$ cat src/rtl/ir_addr_filter.sv
module ir_addr_filter #(
  parameter int DW    = 8,
  parameter int CNT_W = 16
) (
  input  logic             clk,
  input  logic             rst_n,
  input  logic             byte_vld,
  input  logic [DW-1:0]    byte_in,
  input  logic             frm_start,
  input  logic             frm_end,
  input  logic [1:0]       match_mode,
  input  logic [DW-1:0]    addr_one,
  input  logic [DW-1:0]    addr_two,
  output logic             fifo_wr,
  output logic [DW-1:0]    fifo_data,
  output logic [CNT_W-1:0] drop_count
);

  localparam logic [CNT_W-1:0] CNT_MAX = {CNT_W{1'b1}};

  typedef enum logic [1:0] {IDLE, WAIT_ADDR, PASS, DROP} st_t;

  st_t           st, st_nx;
  logic [1:0]    mode_q;
  logic [DW-1:0] one_q, two_q;

  wire [1:0]    mode_e = frm_start ? match_mode : mode_q;
  wire [DW-1:0] one_e  = frm_start ? addr_one   : one_q;
  wire [DW-1:0] two_e  = frm_start ? addr_two   : two_q;

  wire deciding = byte_vld & (frm_start | (st == WAIT_ADDR));
  wire hit      = (mode_e == 2'b00)
                | (mode_e[0] & (byte_in == one_e))
                | (mode_e[1] & (byte_in == two_e));
  wire wr       = deciding ? hit : (byte_vld & (st == PASS));
  wire drop_inc = deciding & ~hit;

  always_comb begin
    st_nx = st;
    if (frm_start)
      st_nx = byte_vld ? (hit ? PASS : DROP) : WAIT_ADDR;
    else if (frm_end)
      st_nx = IDLE;
    else if (deciding)
      st_nx = hit ? PASS : DROP;
  end

  always_ff @(posedge clk) begin
    if (!rst_n) begin
      st         <= IDLE;
      mode_q     <= 2'b00;
      one_q      <= '0;
      two_q      <= '0;
      fifo_wr    <= 1'b0;
      fifo_data  <= '0;
      drop_count <= '0;
    end else begin
      st        <= st_nx;
      fifo_wr   <= wr;
      fifo_data <= byte_in;
      if (frm_start) begin
        mode_q <= match_mode;
        one_q  <= addr_one;
        two_q  <= addr_two;
      end
      if (drop_inc && drop_count != CNT_MAX)
        drop_count <= drop_count + 1'b1;
    end
  end

  assert_data_follows_R2: assert property (@(posedge clk) disable iff (!rst_n)
    fifo_wr |-> (fifo_data == $past(byte_in)));

  assert_open_accepts_R2: assert property (@(posedge clk) disable iff (!rst_n)
    (byte_vld && frm_start && match_mode == 2'b00) |=> fifo_wr);

  assert_either_address_R5: assert property (@(posedge clk) disable iff (!rst_n)
    (byte_vld && frm_start && match_mode == 2'b11 && (byte_in == addr_one || byte_in == addr_two)) |=> fifo_wr);

  assert_drop_silent_R6: assert property (@(posedge clk) disable iff (!rst_n)
    (st == DROP && !frm_start) |=> !fifo_wr);

  assert_idle_silent_R7: assert property (@(posedge clk) disable iff (!rst_n)
    (st == IDLE && !frm_start) |=> !fifo_wr);

  assert_count_saturates_R10: assert property (@(posedge clk) disable iff (!rst_n)
    (drop_count == CNT_MAX) |=> (drop_count == CNT_MAX));

  assert_count_step_R10: assert property (@(posedge clk) disable iff (!rst_n)
    (drop_count != CNT_MAX) |=> (drop_count == $past(drop_count) || drop_count == $past(drop_count) + 1'b1));

endmodule

$ cat config.mk
export PLATFORM = sky130hd
export DESIGN_NAME = ir_addr_filter
export DESIGN_NICKNAME = d
export VERILOG_FILES = /design/src/rtl/ir_addr_filter.sv
export SDC_FILE = /design/constraint.sdc
export NUM_CORES = 1
export LEC_CHECK = 0
export ABC_AREA = 0
export BUFFER_PORTS_ARGS = -buffer_cell sky130_fd_sc_hd__buf_2
export CAP_MARGIN = 15
export CORE_MARGIN = 2
export CORE_UTILIZATION = 50
export CTS_BUF_LIST = sky130_fd_sc_hd__clkbuf_8
export DETAILED_ROUTE_END_ITERATION = 16
export PLACE_DENSITY = 0.79
export SYNTH_ARGS = -nofsm -noshare
export SYNTH_HDL_FRONTEND = slang
export SYNTH_SLANG_ARGS = --single-unit
$ cat constraint.sdc
create_clock -name clk -period 3.4 [get_ports clk]
set_clock_uncertainty 0.15 [all_clocks]
set_input_delay 0.51 -clock clk [delete_from_list [all_inputs] [get_ports clk]]
set_output_delay 0.51 -clock clk [all_outputs]
set_load 0.005 [all_outputs]
; Word level (Yosys, flattened, before mapping)
; Cells that the tools add are included.
[op_classes]
n_addsub = 1
n_eq_ne = 5
n_mux = 9
n_bitwise = 9
reduce_logical = 3
[ops]
columns = operator, count
row1 = "16-bit by 1-bit adder with 16-bit output, second input constant", 1
row2 = 8-bit equality test, 2
row3 = 8-bit 2-to-1 mux, 2
row4 = "16-bit inequality test, second input constant", 1
row5 = 2-bit 2-to-1 mux, 5
row6 = 1-bit AND, 5
row7 = 1-bit bitwise OR, 3
row8 = 3-bit nonzero test, 1
row9 = "2-bit by 1-bit equality test with 1-bit output, second input constant", 1
row10 = "2-bit equality test, second input constant", 1
row11 = 2-bit logical NOT, 1
row12 = 1-bit 2-to-1 mux, 2
row13 = 1-bit logical AND, 1
row14 = 1-bit NOT, 1
[totals]
register_bits = 45
in_bits = 31
out_inout_bits = 25
elab_cells = 34

; Longest topological paths before layout
[logic_depth]
ltp_word = 9
ltp_mapped = 11
ltp_nobuf = 7

; Least setup slack after synthesis
; OpenSTA, ideal clock, no wires.
[synth_timing]
path_type = input to register
start = input port frm_start
end = register drop_count[5]
setup_time_ns = 0.072
t_arrival_ns = 2.196
t_required_ns = 3.178
slack_ns = 0.983
path_stages = 11
n_path_buf = 4
cell_sequence = buf_6 > buf_12 > mux2i_2 > xnor2_2 > nor3_1 > nand4_1 > nand3_1 > buf_6 > buf_6 > nor4_1 > mux2i_1
[synth_between]
elab_chain_len = 8
elab_cells_between_ends = 15
cone_classes = 2 x eq/ne / 3 x mux / 8 x bitwise / 2 x reduce/logical
[synth_rtl]
columns = element, line_no
row1 = "start, declared", 9  ; input logic frm_start,
row2 = 8-bit 2-to-1 mux, --
row3 = 8-bit equality test, 33  ; | (mode_e[0] & (byte_in == one_e))
row4 = 1-bit AND, 33
row5 = 1-bit bitwise OR, 33
row6 = 1-bit bitwise OR, 34  ; | (mode_e[1] & (byte_in == two_e));
row7 = 1-bit NOT, 36  ; wire drop_inc = deciding & ~hit;
row8 = 1-bit AND (*), 36
row9 = 1-bit logical AND (*), 66  ; if (drop_inc && drop_count != CNT_MAX)
row10 = "end signal, assigned", 67  ; drop_count <= drop_count + 1'b1;
row11 = "end, declared", 16  ; output logic [CNT_W-1:0] drop_count
; Mark *: on every way between the ends. The rest lies on a longest branch, timed or not.
; A chain may end at the register's enable or synchronous reset.

; Worst setup path after layout
[layout_timing]
start = input port frm_start
end = register drop_count[11]
; Same word-level chain as after synthesis.

==> results <==
- For this design the ratio of total power to cell area is 418 nW/um2.
- The clock passes through at most 2 buffers.
- The first global-routing pass estimated 6680 um of wire.
- The count of hold buffers inserted by post-cts repair is 0.
- The number of antenna violations at the first check in global routing is 0.
- Counting flops and latches in the post-synthesis netlist gives 45.
- The run finished with clean final reports.
- The total placed cells including tap cells is 326.
- Setup repair after global routing left no endpoint under its margin.
- The placed wire-length estimate is 3160 um.
- The category of the most critical setup path is in -> reg.
- The fraction of post-synthesis cell area in the top cell type by area is 0.429.
- Entering global routing, the biggest net connects 32 pins.
- The final hold violation count is 0.
- At the end of routability-driven placement, the weighted congestion stood at 0.757.
- After detailed routing, the average wire length per cell comes to 13.5 um.
- Counting cells, the worst reg-to-reg path comes to 8.
- The final count of negative-setup-slack endpoints is 0.
- From left edge to right edge, the die measures 68.8 um.
- The async set-or-reset flop fraction in the synthesized netlist is 0.
- The clock buffer count from CTS is 5.
- In the global route stage, overall resource usage came out at 0.195.
- The worst setup path is launched from an input pin.
- The minimum period implied by the final worst setup slack is 2710 ps.
- After floorplanning, the core was divided into 23 placement rows.
- The critical path depth is 9.
- Static timing analysis puts the maximum clock frequency at 369 MHz.
- The total wirelength of the detailed-routed design is 4500 um.
- The synthesized area per cell is 9.06 um2.
- The number of buffers inserted to repair setup after CTS is 0.
- The post-detailed-route via-to-cell ratio is 5.35.
- The number of different library cells in the post-synthesis netlist is 34.
- In the synthesized netlist, the cells that appear most often are 45 x sky130_fd_sc_hd__dfxtp_1, 26 x sky130_fd_sc_hd__nor2_1, 20 x sky130_fd_sc_hd__mux2i_1.
- The clock-pin slew reported for the worst setup and hold paths after clock tree synthesis is 70 ps.
- The worst IR drop on VDD is 0.231 mV.
- In this run the tool buffered the top-level ports with 55 buffer cells.
- At the worst endpoint, the required time is 3440 ps.
- The critical path goes through buf_2 > mux2i_2 > xnor2_2 > nor3_1 > nand4_1 > nand3_1 > buf_4 > or4_1 > mux2i_1.
- The detail route stage leaves a number of antenna-violating nets equal to 0.
- Measured against its own limit, the worst slew margin works out to 0.345.
- The final routed DRC violation total is 0.
- The predominant post-synthesis flop cell is sky130_fd_sc_hd__dfxtp_1.
- Leaving out filler cells and counting taps, the final layout contains 333.
- The sum of overflow across all layers after global routing is 0.
- Measured along the y axis, the die boundary spans 68.8 um.
- The synthesized netlist occupies a cell area of 2100 um2.
- The number of cells on the worst hold path is 2.
- The later-pin clock latency in the skew report is 290 ps.
- The post-synthesis sequential area ratio is 0.429.
- Along the worst path, the maximum fanout reaches 29.
- When the netlist entered floorplanning its net count stood at 264.
- Counting every sink on the clock net gives 45.
- The number of levels the H-tree was split into is 2.
- Synthesis handed over a netlist of 232 instances.
- Before antenna repair, the detailed router went through 4 iterations.
- Counting flops with a built-in enable in the synthesized netlist gives 0.
- In the post-synthesis netlist, the cell with the most instances is sky130_fd_sc_hd__dfxtp_1.
- The gate family responsible for the most delay along the worst path is simple AND/OR/NAND/NOR gates.
- For the worst setup path, the data arrival time is 2750 ps.
- The count of pins on the block boundary is 56.
- The final layout contains 315 nets.
- The post-route clock period utilization is 0.796.
- The largest individual stage delay along the critical path comes from the cell sky130_fd_sc_hd__or4_1.
- The number of antenna diodes in the final layout is 0.
- The via count of the first global-routing pass is 1451.
- The tightest min-delay check is of the in -> reg type.
- The critical path capture point type is a register.
- The core region is 4030 um2.
- At the pin with the least slew margin, the transition time is 981 ps.
- The initial utilization of the core area, before any placement, comes to 0.521.
- In this run, the number of DRC markers left after iteration 0 of detailed routing was 172.
- The clock tree from TritonCTS is built.
- The growth of design area from synthesis to finish is 16.4%.
- The sum of negative setup slack is 0 ps.
- The count of vias placed by the detailed router is 1783.
- The proportion of layout cells with a drive suffix above 1 is 0.240.
- The master cell of the clock root buffer is sky130_fd_sc_hd__clkbuf_8.
- Once the clock tree was built, the resizer swapped 0 gates to a different size.
- The largest area contributor in the synthesized netlist is sky130_fd_sc_hd__dfxtp_1.
- By area the synthesized netlist is led by sky130_fd_sc_hd__dfxtp_1 43%, sky130_fd_sc_hd__mux2i_1 9.5%, sky130_fd_sc_hd__nor2_1 4.6%.
- The tool flagged a number of max-cap violations equal to 0.
- During synthesis, Yosys emitted a total of 0 warnings.
- The analysis attributes to cell leakage a power of 0.00103 uW.
- The maximum single-stage delay on the critical path is 540 ps.
- The number of buffers and inverters on the critical path is 2.
- The area enclosed by the die boundary is 4740 um2.
- The count of final max-slew check failures is 0.
## final cells by class
type | instances | area [um2]
Clock buffer | 6 | 82.6
Clock inverter | 1 | 3.75
Fill cell | 355 | 1580
Inverter | 11 | 41.3
Multi-Input combinational cell | 163 | 1060
Sequential cell | 45 | 901
Tap cell | 50 | 62.6
Timing Repair Buffer | 57 | 290
## metal layers
metal / global-route usage / routed length [um] / up-vias
met5: 0 / 0 / -
met4: 0.0956 / 51 / 0
met3: 0.0455 / 197 / 4
met2: 0.296 / 2220 / 42
met1: 0.259 / 2030 / 821
li1: - / - / 916
## metrics by stage
stage,setup slack (ps),hold WS (ps),total power [uW],utilization,instance area [um2]
6_report,693,309,1020,0.607,2450
5_1_grt,532,327,1070,0.607,2450
4_1_cts,693,300,1030,0.607,2450
3_5_place_dp,389,316,705,0.586,2360
3_3_place_gp,428,309,702,0.586,2360
2_1_floorplan,983,314,666,-,2100
## registers in the layout, indices dropped and copies added, names as in the netlist
register	count
drop_count	16
fifo_data	8
fifo_wr	1
mode_q	2
one_q	8
st	2
two_q	8
## placed cells by master, fill, tap and decap left out, drive strengths merged
master	instances
or4	10
dfxtp	45
nor3	4
and2	7
a311oi	1
o21bai	1
a21oi	15
o22ai	1
nand3	8
nand2	14
or3b	1
a2111oi	1
clkbuf	6
o221a	1
nand4	4
o31ai	9
inv	12
or3	2
o211ai	3
nor2	26
xnor2	12
ha	1
nand2b	5
nor4	5
o21ai	6
and3	2
buf	57
mux2i	22
xor2	2
## power breakdown
group,switching (uW),total (uW),internal (uW)
sequential,8.76,556,548
clock,169,327,158
combinational,78.1,138,59.8
## final timing paths
kind | start | slack (ps) | to
worst max-delay path | frm_start | 690 | drop_count[11]$_SDFFE_PN0P_
worst min-delay path | byte_vld | 310 | st[0]$_SDFFE_PN0P_
worst max register to register | drop_count[0]$_SDFFE_PN0P_ | 780 | drop_count[0]$_SDFFE_PN0P_
worst min register to register | drop_count[9]$_SDFFE_PN0P_ | 330 | drop_count[9]$_SDFFE_PN0P_
## cells by family after synthesis
kind of cell    Yosys count  synth area share
xor+xnor                 14            0.0619
simple gates             88             0.214
mux                      22             0.108
fa+ha+maj                 1           0.00595
buf+inv                  24            0.0643
flops                    45             0.429
compound gates           38             0.116
Power figures use the tool's default switching activity.
